===== src/rtl/pmr_pkg.sv =====
package pmr_pkg;
  localparam int ADDR_W = 11;
  localparam int WORD_W = 14;
  localparam int BYTE_W = 8;
  localparam int SEL_W  = 3;
  localparam int AHI_W  = ADDR_W - BYTE_W;
  localparam int DHI_W  = WORD_W - BYTE_W;

  localparam logic [SEL_W-1:0] SEL_CTRL = 3'd0;
  localparam logic [SEL_W-1:0] SEL_DLO  = 3'd1;
  localparam logic [SEL_W-1:0] SEL_DHI  = 3'd2;
  localparam logic [SEL_W-1:0] SEL_ALO  = 3'd3;
  localparam logic [SEL_W-1:0] SEL_AHI  = 3'd4;

  typedef enum logic [1:0] {
    ST_IDLE  = 2'd0,
    ST_FETCH = 2'd1,
    ST_LATCH = 2'd2
  } seq_state_t;

  function automatic logic [WORD_W-1:0] rom_word(input logic [ADDR_W-1:0] a);
    logic [31:0] t;
    t = 32'(a) * 32'd613 + 32'd341;
    return t[WORD_W-1:0];
  endfunction
endpackage


===== src/rtl/pmr_rom.sv =====
module pmr_rom
  import pmr_pkg::*;
#(
  parameter int AW = ADDR_W,
  parameter int DW = WORD_W
) (
  input  logic          clk,
  input  logic          rst_n,
  input  logic          rom_en,
  input  logic [AW-1:0] addr,
  output logic [DW-1:0] word_q
);
  logic [DW-1:0] word_d;

  always_comb begin
    word_d = word_q;
    if (rom_en) word_d = DW'(rom_word(ADDR_W'(addr)));
  end

  always_ff @(posedge clk or negedge rst_n) begin
    if (!rst_n) word_q <= '0;
    else        word_q <= word_d;
  end
endmodule


===== src/rtl/pmr_seq.sv =====
module pmr_seq
  import pmr_pkg::*;
(
  input  logic clk,
  input  logic rst_n,
  input  logic cyc_en,
  input  logic start_req,
  output logic busy,
  output logic rom_en,
  output logic load
);
  seq_state_t state_q, state_d;

  always_comb begin
    state_d = state_q;
    if (cyc_en) begin
      unique case (state_q)
        ST_IDLE:  if (start_req) state_d = ST_FETCH;
        ST_FETCH: state_d = ST_LATCH;
        ST_LATCH: state_d = ST_IDLE;
        default:  state_d = ST_IDLE;
      endcase
    end
  end

  always_ff @(posedge clk or negedge rst_n) begin
    if (!rst_n) state_q <= ST_IDLE;
    else        state_q <= state_d;
  end

  assign busy   = (state_q != ST_IDLE);
  assign rom_en = cyc_en && (state_q == ST_FETCH);
  assign load   = cyc_en && (state_q == ST_LATCH);

  p_start_squash_r4: assert property (@(posedge clk) disable iff (!rst_n)
    (cyc_en && start_req && !busy) |=> busy);
  p_second_cycle_r4: assert property (@(posedge clk) disable iff (!rst_n)
    rom_en |=> (busy && state_q == ST_LATCH));
  p_self_clear_r3: assert property (@(posedge clk) disable iff (!rst_n)
    load |=> !busy);
  p_stall_r9: assert property (@(posedge clk) disable iff (!rst_n)
    !cyc_en |=> $stable(state_q));
endmodule


===== src/rtl/pmr_regfile.sv =====
module pmr_regfile
  import pmr_pkg::*;
(
  input  logic              clk,
  input  logic              rst_n,
  input  logic              cyc_en,
  input  logic              busy,
  input  logic              load,
  input  logic [SEL_W-1:0]  reg_sel,
  input  logic              wr_en,
  input  logic [BYTE_W-1:0] wr_data,
  input  logic [WORD_W-1:0] rom_q,
  output logic [ADDR_W-1:0] word_addr,
  output logic              start_req,
  output logic [BYTE_W-1:0] rd_data
);
  logic              wr_ok;
  logic [BYTE_W-1:0] alo_q, alo_d;
  logic [AHI_W-1:0]  ahi_q, ahi_d;
  logic [BYTE_W-1:0] dlo_q, dlo_d;
  logic [DHI_W-1:0]  dhi_q, dhi_d;
  logic [BYTE_W-1:0] ahi_rd, dhi_rd;

  assign wr_ok     = cyc_en && wr_en && !busy;
  assign start_req = wr_en && (reg_sel == SEL_CTRL) && wr_data[0];
  assign word_addr = {ahi_q, alo_q};

  always_comb begin
    alo_d = alo_q;
    ahi_d = ahi_q;
    dlo_d = dlo_q;
    dhi_d = dhi_q;
    if (wr_ok && reg_sel == SEL_ALO) alo_d = wr_data;
    if (wr_ok && reg_sel == SEL_AHI) ahi_d = wr_data[AHI_W-1:0];
    if (load) begin
      dlo_d = rom_q[BYTE_W-1:0];
      dhi_d = rom_q[WORD_W-1:BYTE_W];
    end
  end

  always_ff @(posedge clk or negedge rst_n) begin
    if (!rst_n) begin
      alo_q <= '0;
      ahi_q <= '0;
      dlo_q <= '0;
      dhi_q <= '0;
    end else begin
      alo_q <= alo_d;
      ahi_q <= ahi_d;
      dlo_q <= dlo_d;
      dhi_q <= dhi_d;
    end
  end

  generate
    if (AHI_W < BYTE_W) begin : g_ahi_pad
      assign ahi_rd = {{(BYTE_W-AHI_W){1'b0}}, ahi_q};
    end else begin : g_ahi_full
      assign ahi_rd = ahi_q[BYTE_W-1:0];
    end
    if (DHI_W < BYTE_W) begin : g_dhi_pad
      assign dhi_rd = {{(BYTE_W-DHI_W){1'b0}}, dhi_q};
    end else begin : g_dhi_full
      assign dhi_rd = dhi_q[BYTE_W-1:0];
    end
  endgenerate

  always_comb begin
    unique case (reg_sel)
      SEL_CTRL: rd_data = {{(BYTE_W-1){1'b0}}, busy};
      SEL_DLO:  rd_data = dlo_q;
      SEL_DHI:  rd_data = dhi_rd;
      SEL_ALO:  rd_data = alo_q;
      SEL_AHI:  rd_data = ahi_rd;
      default:  rd_data = '0;
    endcase
  end

  p_addr_hold_r7: assert property (@(posedge clk) disable iff (!rst_n)
    busy |=> $stable(word_addr));
  p_data_hold_r10: assert property (@(posedge clk) disable iff (!rst_n)
    !load |=> ($stable(dlo_q) && $stable(dhi_q)));
  p_idle_freeze_r9: assert property (@(posedge clk) disable iff (!rst_n)
    !cyc_en |=> $stable({alo_q, ahi_q, dlo_q, dhi_q}));
endmodule


===== src/rtl/pmr_reader.sv =====
module pmr_reader
  import pmr_pkg::*;
(
  input  logic       clk,
  input  logic       rst_n,
  input  logic       cyc_en,
  input  logic [2:0] reg_sel,
  input  logic       wr_en,
  input  logic [7:0] wr_data,
  input  logic       code_prot,
  output logic [7:0] rd_data,
  output logic       squash
);
  logic [1:0]        rst_sync_q;
  logic              rst_ni;
  logic              busy, rom_en, load, start_req;
  logic [ADDR_W-1:0] word_addr;
  logic [WORD_W-1:0] rom_q;

  always_ff @(posedge clk or negedge rst_n) begin
    if (!rst_n) rst_sync_q <= 2'b00;
    else        rst_sync_q <= {rst_sync_q[0], 1'b1};
  end
  assign rst_ni = rst_sync_q[1];

  pmr_seq u_seq (
    .clk       (clk),
    .rst_n     (rst_ni),
    .cyc_en    (cyc_en),
    .start_req (start_req),
    .busy      (busy),
    .rom_en    (rom_en),
    .load      (load)
  );

  pmr_regfile u_regs (
    .clk       (clk),
    .rst_n     (rst_ni),
    .cyc_en    (cyc_en),
    .busy      (busy),
    .load      (load),
    .reg_sel   (reg_sel),
    .wr_en     (wr_en),
    .wr_data   (wr_data),
    .rom_q     (rom_q),
    .word_addr (word_addr),
    .start_req (start_req),
    .rd_data   (rd_data)
  );

  pmr_rom #(.AW(ADDR_W), .DW(WORD_W)) u_rom (
    .clk    (clk),
    .rst_n  (rst_ni),
    .rom_en (rom_en),
    .addr   (word_addr),
    .word_q (rom_q)
  );

  assign squash = busy;

  p_protect_no_block_r8: assert property (@(posedge clk) disable iff (!rst_ni)
    (code_prot && cyc_en && wr_en && reg_sel == SEL_CTRL && wr_data[0] && !squash) |=> squash);
endmodule


===== config.mk =====
export PLATFORM = sky130hd
export DESIGN_NAME = pmr_reader
export DESIGN_NICKNAME = d
export VERILOG_FILES = /design/src/rtl/pmr_pkg.sv /design/src/rtl/pmr_rom.sv /design/src/rtl/pmr_seq.sv /design/src/rtl/pmr_regfile.sv /design/src/rtl/pmr_reader.sv
export SDC_FILE = /design/constraint.sdc
export NUM_CORES = 1
export LEC_CHECK = 0
export BUFFER_PORTS_ARGS = -buffer_cell sky130_fd_sc_hd__buf_2
export CORE_ASPECT_RATIO = 0.7
export CORE_MARGIN = 3
export CORE_UTILIZATION = 55
export CTS_CLUSTER_SIZE = 30
export DETAILED_ROUTE_END_ITERATION = 8
export GPL_TIMING_DRIVEN = 0
export PLACE_DENSITY = 0.77
export SKIP_CTS_REPAIR_TIMING = 1
export SLEW_MARGIN = 40
export SYNTH_ARGS = -nofsm -noshare
export SYNTH_HDL_FRONTEND = slang
export SYNTH_SLANG_ARGS = --single-unit

===== constraint.sdc =====
create_clock -name clk -period 3.1 [get_ports clk]
set_clock_uncertainty 0.1 [all_clocks]
set_input_delay 0.465 -clock clk [delete_from_list [all_inputs] [get_ports clk]]
set_output_delay 0.465 -clock clk [all_outputs]
set_load 0.02 [all_outputs]

==> metrics.md <==
| Metric | Value |
|---|---|
| Status | `complete, but fails checks` |
| Violated checks | `setup timing` |
| Longest Clk Path Bufs | `2` |
| Die Ht | `70.3 µm` |
| Layout cell share with drive strength beyond 1 | `33.9%` |
| # setup viols final | `6` |
| Ys Warns | `0` |
| DR vias | `2534` |
| Max_cap viols | `0` |
| CTS sink cnt | `43` |
| Slowest stage cell, crit path | `fa_1` |
| Area growth, synth to finish | `24.2%` |
| Die Width | `97.9 µm` |
| Diode count | `0` |
| Hold crit path type | `reg2async` |
| Final min period | `between 3 and 4 ns` |
| Netlist Area Pre-Place | `0.00325 mm²` |
| FFs w/ async S/R, synth | `100%` |
| Setup TNS | `-2.85 ns` |
| Worst path max stage delay | `0.57 ns` |
| Synthesis-stage register bit count | `43` |
| Inserted Clock Buffers | `5` |
| Critical Path Start Type | `flip-flop` |
| Initial DRC count | `161` |
| 1st-pass router iterations | `4` |
| Global-route wire length before repair | `12400 µm` |
| Clock transition at the registers of the reported paths | `0.09 ns` |
| RSZ-0062 raised after global routing | `yes` |
| GPL Wtd Cong | `between 0.8 and 0.9` |
| Worst-Skew Late Latency | `0.30 ns` |
| Fill cell count | `376` |
| Drt total wl | `around 8400 µm` |
| Post-route ant nets | `0` |
| Period Utilization, post-route | `124%` |
| Yosys cell types | `46` |
| # DRC | `0` |
| Core Box Area | `0.00548 mm²` |
| Max Freq | `260 MHz` |
| Post-placement worst setup slack | `-0.776 ns` |
| Critical Path RT | `3.22 ns` |
| Grt peak-use layer | `met2` |
| Rows | `22` |
| Vias in the first global route | `2421` |
| Mapped Nets | `387` |
| Max-slew headroom | `62.0%` |
| Largest fanout on the critical path | `6` |
| CP cell instances | `ha_4 > ha_4 > fa_1 > fa_1 > inv_1 > fa_1 > inv_1 > ha_4 > nand2b_1 > or4_1 > o2111ai_1` |
| Final worst setup slack | `-0.747 ns` |
| Main synth FF type | `dfrtp_1` |
| Hpwl dp | `5750 µm` |
| Max Slew Vio Count | `0` |
| IO buf count | `22` |
| Total GRT Usage | `22.8%` |
| Vias per cell | `between 5 and 6` |
| H-tree Lvls | `2` |
| CTS root buffer | `clkbuf_8` |
| CTS tree | `yes` |
| EDFF count, synth | `0` |
| Dpl cell area | `0.00356 mm²` |
| GR Layer Usage met1 | `33.4%` |
| Ports | `25` |
| Setup CP Type | `reg2reg` |
| CP top delay family | `adder cells` |
| Top-area cell type share of the netlist area | `33.1%` |
| Initial core utilization | `59.3%` |
| GRT met2 Usage | `33.6%` |
| Largest area contributor in the netlist | `dfrtp_1` |
| Post-Syn Instances | `312` |
| Crit. End Element | `flip-flop` |
| Initial antenna violation count | `0` |
| Post-synth top cells | `43 x dfrtp_1, 43 x ha_1, 36 x inv_1, 29 x nand2_1` |
| Largest net degree at the start of global routing | `42` |
| DIE AREA | `0.00688 mm²` |
| Synthesized area per cell | `10.4 µm²` |
| Worst-Margin Slew | `between 0.5 and 0.6 ns` |
| Area contributors post-synth | `dfrtp_1 33%, ha_1 17%, fa_1 9.9%` |
| Register area share after synthesis | `33.1%` |
| Final hold slack | `about 0.22 ns` |
| Final hold vios | `0` |
| Worst Path Arrival | `3.97 ns` |
| Grt total ovfl | `0` |
| Nets@finish | `434` |
| Met3 Resource Use GR | `5.49%` |
| WP buf/inv | `2` |
| Final instance area | `0.00403 mm²` |
| WL/cell | `slightly below 20 µm` |
==> registers in the layout (all words and copies together), names as in the netlist <==
name and count:
rst_sync_q 2, u_rom.word_q 14, u_regs.dlo_q 8, u_regs.dhi_q 6, u_regs.ahi_q 3, u_regs.alo_q 8
u_seq.state_q 2
==> worst paths after layout <==
check	start	end	slack, ns	cells past startpoint
max	u_regs.alo_q[5]	u_rom.word_q[12]	-0.75	11
max reg2reg	u_regs.alo_q[5]	u_rom.word_q[12]	-0.75	11
min reg2reg	rst_sync_q[1]	u_rom.word_q[12]	0.22	0
min in group clk	rst_sync_q[0]	rst_sync_q[1]	0.26	0
min	rst_sync_q[1]	u_rom.word_q[12]	0.22	0
max in group asynchronous	rst_sync_q[1]	u_regs.alo_q[3]	2.26	0
==> per-layer routing <==
metal  vias to the layer above  part of all wire (%)
met2                        83                    47
met4                         0                   2.1
met1                      1264                    44
met5                         -                     0
li1                       1169                     -
met3                        18                   6.7
==> cells by family (layout without fill, tap and decap cells) <==
family / count (synthesis) / count (layout) / synth area share [%]
AND/OR/NAND/NOR: 69 / 69 / 10.5
adder cells (fa/ha/maj): 59 / 59 / 26.4
AO/OA/AOI/OAI: 54 / 54 / 10.8
buffers and inverters: 44 / 92 / 5.24
flip-flops: 43 / 43 / 33.1
multiplexers: 29 / 29 / 9.86
XOR/XNOR: 13 / 13 / 3.93
other: 1 / 1 / 0.115
==> layout make-up <==
type                       count  area [µm²]  area share [%]
clock buffer                   6        72.6            1.80
timing repair buffer          40         264            6.55
sequential                    43        1090            27.0
clock inverter                 2        12.5           0.310
multi-input combinational    225        2330            57.8
buffer                         8        35.0           0.869
tap                           72        90.1            2.23
inverter                      36         138            3.41
==> cell usage in the layout (no fill, tap or decap), types with 5 or more instances in the layout <==
cell and count:
a21o_1 6, a22oi_1 6, buf_2 26, buf_4 15, clkbuf_8 5, dfrtp_1 35, dfrtp_2 7, fa_1 13
ha_1 22, ha_4 20, inv_1 29, inv_2 6, mux2_1 7, mux2_2 17, mux2i_1 5, nand2_1 29
nand3_1 5, nor2_1 10, o21ai_0 13, xnor2_1 7
==> stage by stage <==
| stage | utilization [%] | cells |
|---|---|---|
| detailed placement | 65.1 | 406 |
| global route | 73.6 | 432 |
| CTS | 66.6 | 414 |
| global placement | 65.0 | 406 |
| floorplan | - | 312 |
| finish | 73.6 | 432 |
Power is left out: the tool's default activity adds up to more than one toggle a clock period on the data nets, which glitch-free logic cannot reach.
